### src/rtl/deser_pkg.sv
package deser_pkg;

    localparam int WORD_W   = 24;
    localparam int FALL_DLY = 6;
    localparam int LOW_LEN  = 13;

    typedef enum logic [1:0] {
        ST_IDLE,
        ST_WAIT,
        ST_LOW
    } stb_state_e;

    // Bits needed to hold values 0..n
    function automatic int cnt_bits(input int n);
        return (n < 1) ? 1 : $clog2(n + 1);
    endfunction

    function automatic int max2(input int a, input int b);
        return (a > b) ? a : b;
    endfunction

endpackage

### src/rtl/word_collect.sv
module word_collect
    import deser_pkg::*;
#(
    parameter int W = WORD_W
) (
    input  logic         clk,
    input  logic         rst,
    input  logic         en,
    input  logic         ser_d,
    input  logic         frame,
    output logic         done_o,
    output logic [W-1:0] word_o
);
    localparam int CW = cnt_bits(W);

    typedef struct packed {
        logic          active;
        logic [CW-1:0] cnt;
        logic [W-1:0]  sr;
    } coll_t;

    coll_t q;

    always_ff @(posedge clk) begin
        if (rst || !en) begin
            q <= '0;
        end else begin
            q.sr <= {q.sr[W-2:0], ser_d};
            if (frame) begin
                // A new flag always restarts, dropping any partial word
                q.active <= 1'b1;
                q.cnt    <= CW'(1);
            end else if (q.active) begin
                q.cnt <= q.cnt + CW'(1);
                if (q.cnt == CW'(W - 1)) begin
                    q.active <= 1'b0;
                end
            end
        end
    end

    assign done_o = en && q.active && !frame && (q.cnt == CW'(W - 1));
    assign word_o = {q.sr[W-2:0], ser_d};

endmodule

### src/rtl/word_strobe.sv
module word_strobe
    import deser_pkg::*;
#(
    parameter int W     = WORD_W,
    parameter int DLY   = FALL_DLY,
    parameter int LOWN  = LOW_LEN
) (
    input  logic         clk,
    input  logic         rst,
    input  logic         en,
    input  logic         done,
    input  logic [W-1:0] word_in,
    output logic         strobe_n_o,
    output logic [W-1:0] word_o
);
    localparam int TW = cnt_bits(max2(DLY, LOWN));

    typedef struct packed {
        stb_state_e    st;
        logic [TW-1:0] cnt;
        logic [W-1:0]  stage;
        logic [W-1:0]  out;
        logic          stb_n;
    } stb_t;

    stb_t q;

    always_ff @(posedge clk) begin
        if (rst) begin
            q.st    <= ST_IDLE;
            q.cnt   <= '0;
            q.stage <= '0;
            q.out   <= '0;
            q.stb_n <= 1'b1;
        end else if (!en) begin
            q.st    <= ST_IDLE;
            q.cnt   <= '0;
            q.stb_n <= 1'b1;
        end else if (done) begin
            q.stage <= word_in;
            q.st    <= ST_WAIT;
            q.cnt   <= TW'(DLY - 1);
            q.stb_n <= 1'b1;
        end else begin
            case (q.st)
                ST_WAIT: begin
                    if (q.cnt == '0) begin
                        q.st    <= ST_LOW;
                        q.cnt   <= TW'(LOWN - 1);
                        q.stb_n <= 1'b0;
                        q.out   <= q.stage;
                    end else begin
                        q.cnt <= q.cnt - TW'(1);
                    end
                end
                ST_LOW: begin
                    if (q.cnt == '0) begin
                        q.st    <= ST_IDLE;
                        q.stb_n <= 1'b1;
                    end else begin
                        q.cnt <= q.cnt - TW'(1);
                    end
                end
                default: begin
                    q.stb_n <= 1'b1;
                end
            endcase
        end
    end

    assign strobe_n_o = q.stb_n;
    assign word_o     = q.out;

endmodule

### src/rtl/word_deser.sv
module word_deser
    import deser_pkg::*;
#(
    parameter int W    = WORD_W,
    parameter int DLY  = FALL_DLY,
    parameter int LOWN = LOW_LEN
) (
    input  logic         clk,
    input  logic         rst,
    input  logic         dir_i,
    input  logic         ser_d_i,
    input  logic         frame_i,
    output logic [W-1:0] word_o,
    output logic         strobe_n_o
);
    logic         rx_en;
    logic         done_w;
    logic [W-1:0] coll_word;

    assign rx_en = ~dir_i;

    word_collect #(.W(W)) u_collect (
        .clk    (clk),
        .rst    (rst),
        .en     (rx_en),
        .ser_d  (ser_d_i),
        .frame  (frame_i),
        .done_o (done_w),
        .word_o (coll_word)
    );

    word_strobe #(.W(W), .DLY(DLY), .LOWN(LOWN)) u_strobe (
        .clk        (clk),
        .rst        (rst),
        .en         (rx_en),
        .done       (done_w),
        .word_in    (coll_word),
        .strobe_n_o (strobe_n_o),
        .word_o     (word_o)
    );

endmodule

### config.mk
export PLATFORM = sky130hd
export DESIGN_NAME = word_deser
export DESIGN_NICKNAME = d
export VERILOG_FILES = /design/src/rtl/deser_pkg.sv /design/src/rtl/word_collect.sv /design/src/rtl/word_strobe.sv /design/src/rtl/word_deser.sv
export SDC_FILE = /design/constraint.sdc
export NUM_CORES = 1
export LEC_CHECK = 0
export ABC_AREA = 1
export CORE_MARGIN = 3
export CORE_UTILIZATION = 35
export CTS_CLUSTER_DIAMETER = 150
export DETAILED_ROUTE_END_ITERATION = 7
export PLACE_DENSITY = 0.52
export SYNTH_ARGS = -nofsm -noshare
export SYNTH_HDL_FRONTEND = slang
export SYNTH_SLANG_ARGS = --single-unit
### constraint.sdc
create_clock -name clk -period 1.84 [get_ports clk]
set_input_delay 0.276 -clock clk [delete_from_list [all_inputs] [get_ports clk]]
set_output_delay 0.276 -clock clk [all_outputs]
set_load 0.01 [all_outputs]
==> results.sh, run 1 <==
export IMPL_critPathLaunchType="flop"
export IMPL_initial_utilization=0.368
export IMPL_hold_violations=0
export IMPL_core_mm2=0.00893
export IMPL_dr_pass1_iters=4
export IMPL_dieArea_mm2=0.0106
export IMPL_slew_violations=0
export IMPL_cpPeakStageDelay_ps=500
export IMPL_syn_inst=426
export IMPL_gr_total_overflow=0
export IMPL_power_total_mw=3.30
export IMPL_ant_nets=0
export IMPL_cts_sinks=84
export IMPL_cts_tree="built"
export IMPL_grt_pass1_vias=2052
export IMPL_drive_above_1_share=0.0849
export IMPL_clock_path_buffers=2
export IMPL_grt_usage=0.112
export IMPL_vias_per_cell=4.29
export IMPL_post_cts_buffers=0
export IMPL_yosysTopAreaCell="dfxtp_1"
export IMPL_crit_buf_inv=2
export IMPL_yosys_area_top_type_share=0.511
export IMPL_setup_viol=0
export IMPL_layout_cells_non_filler=544
export IMPL_synthFlopType="dfxtp_1"
export IMPL_cp_arrival_ps=1900
export IMPL_port_buffers=29
export IMPL_slowest_stage="nor2_4"
export IMPL_grt_first_pass_wirelength_um=9230
export IMPL_relSlewSlack=0.598
export IMPL_rsz0062_at_grt="true"
export IMPL_finalCritPeriodShare=0.880
export IMPL_path_cells="inv_1 > ha_2 > nand2_1 > clkinv_1 > nand2_2 > nor2_4 > nor2_1 > nor2_1"
export IMPL_dp_cells=529
export IMPL_cap_violations=0
export IMPL_antenna_found_initial=0
export IMPL_ctsRootBufferMaster="clkbuf_8"
export IMPL_yosys_top_cells_area="dfxtp_1 (51%), nor2_1 (10%), inv_1 (7.1%)"
export IMPL_clock_skew_ps=7.63
export IMPL_cts_clk_slew_worst_paths_ps=80
export IMPL_cp_required_ps=2120
export IMPL_ios=30
export IMPL_crit_fanout=24
export IMPL_synth_edf_count=0
export IMPL_leakage_nw=1.48
export IMPL_syn_nets=435
export IMPL_drc=0
export IMPL_synth_cell_type_count=29
export IMPL_power_density_mw_per_mm2=889
export IMPL_met2_usage=0.175
export IMPL_place_congestion=0.828
export IMPL_die_y_um=103
export IMPL_fmax_mhz=618
export IMPL_grt_max_degree=49
export IMPL_hpwlAfterDp_um=3590
export IMPL_cpLargestDelayFamily="simple AND/OR/NAND/NOR gates"
export IMPL_syn_area_per_cell_um2=7.72
export IMPL_htree_num_levels=3
export IMPL_insertion_delay_ps=340
export IMPL_synthArstFlopShare=0
export IMPL_syn_area_mm2=0.00329
export IMPL_fp_row_count=34
export IMPL_drt_wl_total_um=5520
export IMPL_setup_ws_ps=221
export IMPL_antenna_cells=0
export IMPL_area_growth_pct=12.9
export IMPL_nNetsFinal=441
export IMPL_die_width_um=103
export IMPL_tightestPinTransition_ps=602
export IMPL_status="finished clean"
export IMPL_hp_class="flop to flop"
export IMPL_met3_usage=0.0244
export IMPL_final_min_clock_period_ps=1620
export IMPL_utilization=0.416
export IMPL_use_met1=0.145
export IMPL_placed_area_mm2=0.00349
export IMPL_synth_seq_cells=84
export IMPL_cts_made_buffers=9
export IMPL_tns_ps=0
export IMPL_cpMostUsedCell="nor2_1"
export IMPL_ir_drop_mv=0.309
export IMPL_wl_per_cell_um=10.1
export IMPL_cp_end_kind="flop"
export IMPL_holdWs_ps=422
export IMPL_first_iter_violations=45
export IMPL_seq_area_frac_synth=0.511
export IMPL_vias=2336
export IMPL_grt_busiest_layer="met2"
export IMPL_yosysWarnings=0
export IMPL_place_ws_ps=19.0
export IMPL_critPathKind="flop to flop"
export IMPL_post_route_cell_area_mm2=0.00371
## state kept, by name, indices dropped and copies added (netlist names)
| signal | count |
|---|---|
| u_collect.q | 6 |
| u_collect.word_o | 23 |
| u_strobe.q | 30 |
| u_strobe.strobe_n_o | 1 |
| u_strobe.word_o | 24 |
## routing by layer
layer / up-vias / part of all wire
met1: 1034 / 0.50
met5: - / 0
li1: 1274 / -
met2: 23 / 0.45
met4: 0 / 0.011
met3: 5 / 0.033
## cells in the mapped netlist (3+ instances only)
| master | count |
|---|---|
| nor2_1 | 89 |
| nand2_1 | 58 |
| nand4_1 | 3 |
| clkbuf_2 | 3 |
| a21oi_2 | 3 |
| nand3_1 | 8 |
| nand2_2 | 5 |
| buf_6 | 4 |
| o21ai_0 | 25 |
| ha_1 | 4 |
| buf_4 | 25 |
| inv_1 | 62 |
| clkbuf_1 | 3 |
| buf_2 | 4 |
| inv_2 | 4 |
| a21oi_1 | 26 |
| dfxtp_1 | 84 |
## path summary, 6_finish.rpt
kind	cells after the start	endpoint	slack [ps]	from
worst max-delay path	8	u_strobe.word_o[1]	220	u_strobe.q[49]
worst min-delay path	2	u_collect.word_o[23]	420	u_collect.word_o[22]
worst max register to register	8	u_strobe.word_o[1]	220	u_strobe.q[49]
worst min register to register	2	u_collect.word_o[23]	420	u_collect.word_o[22]
## kinds of logic after synthesis
logic type | synth area share
DFF | 0.511
and+or+nand+nor | 0.212
adders and majority gates | 0.0152
xor gates and xnor gates | 0.00533
AOI/OAI and AO/OA | 0.0928
buffers and inverters | 0.164
## final cells by class
class / instances / area (um2)
clock buffer: 11 / 141
clock inverter: 4 / 73.8
fill: 966 / 5220
inverter: 67 / 251
multi-input combinational: 234 / 1070
sequential: 84 / 1680
tap: 108 / 135
timing repair buffer: 36 / 355
## repair_timing
action	in CTS	in global routing
gates resized for setup	0	2
hold buffers	0	0
endpoints found under the setup margin	0	14
## where the power goes
group          switching, mW  internal (mW)
combinational         0.0434         0.0254
sequential           0.00375           1.82
clock                  0.614          0.795
total                  0.662           2.64
## worst reg2reg max path, cell delays in order (launching register included)
cell	delay, ps
dfxtp_1	330
inv_1	80
ha_2	210
nand2_1	100
clkinv_1	80
nand2_2	70
nor2_4	500
nor2_1	90
nor2_1	110
## cell usage in the layout, fill, tap and decap left out, drive strengths merged, types with 2 or more instances in the layout
cell type	count
inv	66
nor2	90
clkinv	3
bufinv	2
buf	7
nand4	3
o21ai	27
a21oi	29
nand3	8
nor3	3
nand2	63
nand3b	2
dfxtp	84
clkbuf	11
ha	4
clkdlybuf4s50	29
No activity file was read; power rests on OpenSTA's default activity.
==> inputs of run 2 (changes only) <==
--- a/config.mk
+++ b/config.mk
@@ -6,11 +6,12 @@
 export NUM_CORES = 1
 export LEC_CHECK = 0
 export ABC_AREA = 1
+export ABC_CLOCK_PERIOD_IN_PS = 1840
 export CORE_MARGIN = 3
 export CORE_UTILIZATION = 35
 export CTS_CLUSTER_DIAMETER = 150
 export DETAILED_ROUTE_END_ITERATION = 7
-export PLACE_DENSITY = 0.52
+export PLACE_DENSITY_LB_ADDON = 0.08
 export SYNTH_ARGS = -nofsm -noshare
 export SYNTH_HDL_FRONTEND = slang
 export SYNTH_SLANG_ARGS = --single-unit
==> run 2 against run 1 <==
Maximum frequency fell by 0.26%; routed wire length up 9.1%; sequential share of layout area is 0.18 points higher; first-iteration DRC count grew 40%; largest power group unchanged; critical path type unchanged; sequential cell count unchanged; total power is 7.7% lower; combinational power grew 2%.
==> results.sh, run 2 (same netlist as run 1, synthesis figures left out) <==
export IMPL_status="finished clean"
export IMPL_hold_violations=0
export IMPL_ff2ff_path_depth=10
export IMPL_port_buffers=29
export IMPL_final_cell_mix="nor2_1 (89), dfxtp_1 (84), inv_1 (62), nand2_1 (58), clkdlybuf4s50_1 (29)"
export IMPL_cts_made_buffers=9
export IMPL_critPathLaunchType="flop"
export IMPL_cts_tree="built"
export IMPL_leakage_nw=1.47
export IMPL_initial_utilization=0.368
export IMPL_ios=30
export IMPL_dieArea_mm2=0.0106
export IMPL_rsz0062_at_grt="false"
export IMPL_hpwlAfterDp_um=3720
export IMPL_clock_skew_ps=9.92
export IMPL_drive_above_1_share=0.0822
export IMPL_final_common_cell="nor2_1"
export IMPL_vias=2347
export IMPL_finalCritPeriodShare=0.882
export IMPL_worstHoldEndpoint="u_collect.word_o[23]"
export IMPL_clock_path_buffers=2
export IMPL_gr_total_overflow=0
export IMPL_wl_per_cell_um=11.0
export IMPL_layout_cells_non_filler=546
export IMPL_antenna_cells=0
export IMPL_vias_per_cell=4.30
export IMPL_drt_wl_total_um=6020
export IMPL_slowest_stage="dfxtp_1"
export IMPL_cts_resized=0
export IMPL_largest_reg_flops=30
export IMPL_area_growth_pct=12.4
export IMPL_place_ws_ps=48.3
export IMPL_grt_max_degree=49
export IMPL_cpLargestDelayFamily="simple AND/OR/NAND/NOR gates"
export IMPL_grt_usage=0.119
export IMPL_insertion_delay_ps=340
export IMPL_die_width_um=103
export IMPL_fmax_mhz=616
export IMPL_fp_row_count=34
export IMPL_critPathKind="flop to flop"
export IMPL_cp_required_ps=2130
export IMPL_dp_cells=529
export IMPL_utilization=0.414
export IMPL_final_min_clock_period_ps=1620
export IMPL_ir_drop_mv=0.326
export IMPL_rrSetupSlack_ps=220
export IMPL_min_delay_start="u_collect.word_o[22]"
export IMPL_nNetsFinal=442
export IMPL_ctsRootBufferMaster="clkbuf_8"
export IMPL_antenna_found_initial=0
export IMPL_crit_fanout=23
export IMPL_cp_end_kind="flop"
export IMPL_relSlewSlack=0.762
export IMPL_ant_nets=0
export IMPL_cap_violations=0
export IMPL_hold_depth=2
export IMPL_cts_hold_buffers=0
export IMPL_post_cts_buffers=0
export IMPL_power_density_mw_per_mm2=824
export IMPL_setup_ws_ps=217
export IMPL_drc=0
export IMPL_tightestPinTransition_ps=356
export IMPL_setup_viol=0
export IMPL_cts_sinks=84
export IMPL_htree_num_levels=3
export IMPL_first_iter_violations=63
export IMPL_tns_ps=0
export IMPL_cpPeakStageDelay_ps=360
export IMPL_path_cells="inv_1 > ha_1 > nand2_1 > clkinv_1 > nand2_4 > buf_8 > inv_1 > nand3b_1 > nand2_1 > nor2_1"
export IMPL_hp_class="flop to flop"
export IMPL_core_mm2=0.00893
export IMPL_grt_pass1_vias=2108
export IMPL_crit_buf_inv=4
export IMPL_grt_first_pass_wirelength_um=9820
export IMPL_die_y_um=103
export IMPL_worstReg2RegStart="u_strobe.q[49]"
export IMPL_cp_arrival_ps=1910
export IMPL_top_register="u_strobe.q"
export IMPL_cts_clk_slew_worst_paths_ps=90
export IMPL_slew_violations=0
export IMPL_dr_pass1_iters=4
export IMPL_reg2reg_to="u_strobe.word_o[22]"
export IMPL_place_congestion=0.723
==> run 2: layout make-up <==
cell class | instances | area (um2)
Inverter | 67 | 251
Multi-Input combinational cell | 235 | 1080
Tap cell | 108 | 135
Clock buffer | 11 | 131
Sequential cell | 84 | 1680
Fill cell | 953 | 5240
Clock inverter | 5 | 37.5
Timing Repair Buffer | 36 | 375
==> run 2: per-stage QoR <==
stage | total power [mW] | hold slack (ps) | area, um2
floorplan | 1.91 | 405 | 3290
global placement | 1.94 | 417 | 3500
detailed placement | 1.94 | 416 | 3500
CTS | 3.11 | 430 | 3670
global route | 3.17 | 450 | 3700
finish | 3.05 | 426 | 3700
==> run 2: how the worst max path moves through the flow <==
stage	start	to	slack [ps]	depth (start not counted)
6_report	u_strobe.q[49]	u_strobe.word_o[22]	220	10
5_1_grt	u_strobe.q[49]	u_strobe.word_o[23]	20	10
3_5_place_dp	dir_i	u_strobe.word_o[4]	50	7
4_1_cts	u_strobe.q[49]	u_strobe.word_o[4]	140	8
3_3_place_gp	dir_i	u_strobe.word_o[15]	80	7
2_1_floorplan	u_collect.q[24]	u_strobe.q[48]	490	8
==> run 2: worst min-delay path, delay by kind of cell (launching register included) <==
kind | cells | cell delay (ps)
DFF | 1 | 310
buffers and inverters | 1 | 40
and+or+nand+nor | 1 | 30
==> run 2: routing by layer <==
layer / global-route usage / share of wire / vias to the layer above / wire (um)
met4: 0.0538 / 0.013 / 0 / 76
met2: 0.178 / 0.44 / 22 / 2670
li1: - / - / 1290 / -
met3: 0.0244 / 0.023 / 6 / 139
met1: 0.165 / 0.52 / 1029 / 3130
met5: 0 / 0 / - / 0
==> run 2: where the power goes <==
part	internal (mW)	switching [mW]
Combinational	0.0252	0.0449
Sequential	1.82	0.00385
Clock	0.497	0.657
==> inputs of run 3 (changes only) <==
--- a/config.mk
+++ b/config.mk
@@ -6,12 +6,15 @@
 export NUM_CORES = 1
 export LEC_CHECK = 0
 export ABC_AREA = 1
-export ABC_CLOCK_PERIOD_IN_PS = 1840
+export ABC_CLOCK_PERIOD_IN_PS = 2050
+export CELL_PAD_IN_SITES_DETAIL_PLACEMENT = 1
+export CELL_PAD_IN_SITES_GLOBAL_PLACEMENT = 1
 export CORE_MARGIN = 3
 export CORE_UTILIZATION = 35
 export CTS_CLUSTER_DIAMETER = 150
 export DETAILED_ROUTE_END_ITERATION = 7
 export PLACE_DENSITY_LB_ADDON = 0.08
+export SKIP_LAST_GASP = 1
 export SYNTH_ARGS = -nofsm -noshare
 export SYNTH_HDL_FRONTEND = slang
 export SYNTH_SLANG_ARGS = --single-unit
==> constraint.sdc (replaced) <==
create_clock -name clk -period 2.05 [get_ports clk]
set_input_delay 0.3075 -clock clk [delete_from_list [all_inputs] [get_ports clk]]
set_output_delay 0.3075 -clock clk [all_outputs]
set_load 0.01 [all_outputs]
==> run 3 against run 2 <==
Register-to-register slack improved by 150 ps; total power is 2.4% higher; highest routed layer unchanged; non-clock buffer count stayed put; final cell count is 0.18% lower; core utilization grew 0.66 points; first-iteration DRC count is 24% higher; clock power grew 23%; via count increased by 4.4%; clock skew increased by 0.60 ps; critical endpoint is now u_strobe.word_o[2].
==> results.sh, run 3 (same netlist as run 1, synthesis figures left out) <==
export IMPL_drt_wl_total_um=6470
export IMPL_slowest_stage="dfxtp_1"
export IMPL_ctsRootBufferMaster="clkbuf_8"
export IMPL_grt_first_pass_wirelength_um=11100
export IMPL_relSlewSlack=0.770
export IMPL_clock_path_buffers=2
export IMPL_setup_viol=0
export IMPL_grt_usage=0.135
export IMPL_cts_hold_buffers=0
export IMPL_antenna_cells=0
export IMPL_htree_num_levels=3
export IMPL_cp_required_ps=2330
export IMPL_place_congestion=0.730
export IMPL_cts_clk_slew_worst_paths_ps=80
export IMPL_antenna_found_initial=0
export IMPL_final_min_clock_period_ps=1680
export IMPL_cap_violations=0
export IMPL_ant_nets=0
export IMPL_grt_pass1_vias=2381
export IMPL_top_register="u_strobe.q"
export IMPL_power_density_mw_per_mm2=831
export IMPL_port_buffers=29
export IMPL_die_y_um=103
export IMPL_drc=0
export IMPL_hpwlAfterDp_um=4160
export IMPL_tns_ps=0
export IMPL_seqCellArea_mm2=0.00168
export IMPL_dr_pass1_iters=4
export IMPL_first_iter_violations=78
export IMPL_cts_sinks=84
export IMPL_ir_drop_mv=0.270
export IMPL_finalCritPeriodShare=0.819
export IMPL_cp_end_kind="flop"
export IMPL_drive_above_1_share=0.0824
export IMPL_hp_class="flop to flop"
export IMPL_fp_row_count=34
export IMPL_gr_total_overflow=0
export IMPL_rsz0062_at_grt="false"
export IMPL_insertion_delay_ps=350
export IMPL_cpPeakStageDelay_ps=380
export IMPL_slew_violations=0
export IMPL_final_cell_mix="nor2_1 (89), dfxtp_1 (84), inv_1 (62), nand2_1 (58), clkdlybuf4s50_1 (29)"
export IMPL_dieArea_mm2=0.0106
export IMPL_critPathLaunchType="flop"
export IMPL_die_width_um=103
export IMPL_path_cells="inv_1 > ha_1 > nand2_1 > clkinv_1 > nand2_2 > buf_4 > o21ai_0 > nor2_1"
export IMPL_crit_fanout=14
export IMPL_fill_cells=1102
export IMPL_core_mm2=0.00893
export IMPL_post_cts_buffers=0
export IMPL_fmax_mhz=595
export IMPL_ios=30
export IMPL_tightestPinTransition_ps=344
export IMPL_area_growth_pct=14.2
export IMPL_vias=2451
export IMPL_utilization=0.420
export IMPL_status="finished clean"
export IMPL_largest_reg_flops=30
export IMPL_critPathKind="flop to flop"
export IMPL_clock_skew_ps=10.5
export IMPL_multiInputGateArea_mm2=0.00107
export IMPL_wl_per_cell_um=11.9
export IMPL_initial_utilization=0.368
export IMPL_grt_max_degree=49
export IMPL_cts_tree="built"
export IMPL_cts_resized=0
export IMPL_cts_made_buffers=9
export IMPL_cp_arrival_ps=1960
export IMPL_final_common_cell="nor2_1"
export IMPL_hold_violations=0
export IMPL_leakage_nw=1.51
export IMPL_nNetsFinal=441
export IMPL_vias_per_cell=4.50
==> run 3: area by class of cell <==
type	count	share of cell area
clock buffers	10	0.0340
flip-flops and latches	84	0.448
well taps	108	0.0360
inverters	67	0.0670
clock inverters	6	0.0296
repair buffers	36	0.101
multi-input cells	234	0.284
==> run 3: layer usage <==
metal  GRT usage  up-vias  share of wire
li1            -     1275              -
met1       0.178     1142           0.50
met2       0.213       24           0.46
met3      0.0223       10          0.019
met4      0.0687        0          0.018
met5           0        -              0
==> run 3: where the power goes <==
part / total, mW / switching (mW) / internal (mW) / leakage [nW]
Sequential: 1.64 / 0.00325 / 1.63 / 0.677
Combinational: 0.0655 / 0.0418 / 0.0238 / 0.712
Clock: 1.42 / 0.605 / 0.813 / 0.117
Total: 3.12 / 0.650 / 2.47 / 1.51
==> run 3: per-stage QoR <==
stage	instances	hold slack (ps)	setup slack (ps)	power [mW]	instance area, um2
5_1_grt	545	453	125	3.26	3760
3_5_place_dp	529	427	274	1.74	3520
3_3_place_gp	529	421	300	1.74	3520
4_1_cts	545	441	342	3.18	3760
2_1_floorplan	426	405	698	1.72	3290
6_report	545	438	370	3.12	3760
==> run 3: worst paths after layout <==
path                                           start              endpoint  slack (ps)  cells after the start
worst max-delay path                  u_strobe.q[49]    u_strobe.word_o[2]         370                      8
worst min-delay path            u_collect.word_o[22]  u_collect.word_o[23]         440                      2
worst max register to register        u_strobe.q[49]    u_strobe.word_o[2]         370                      8
worst min register to register  u_collect.word_o[22]  u_collect.word_o[23]         440                      2
==> run 3: worst max-delay path, delay by kind of cell (launching register included) <==
family          cells  cell delay, ps
flops               1             380
buf+inv             3             450
compound gates      1             110
simple gates        3             440
fa+ha+maj           1             240
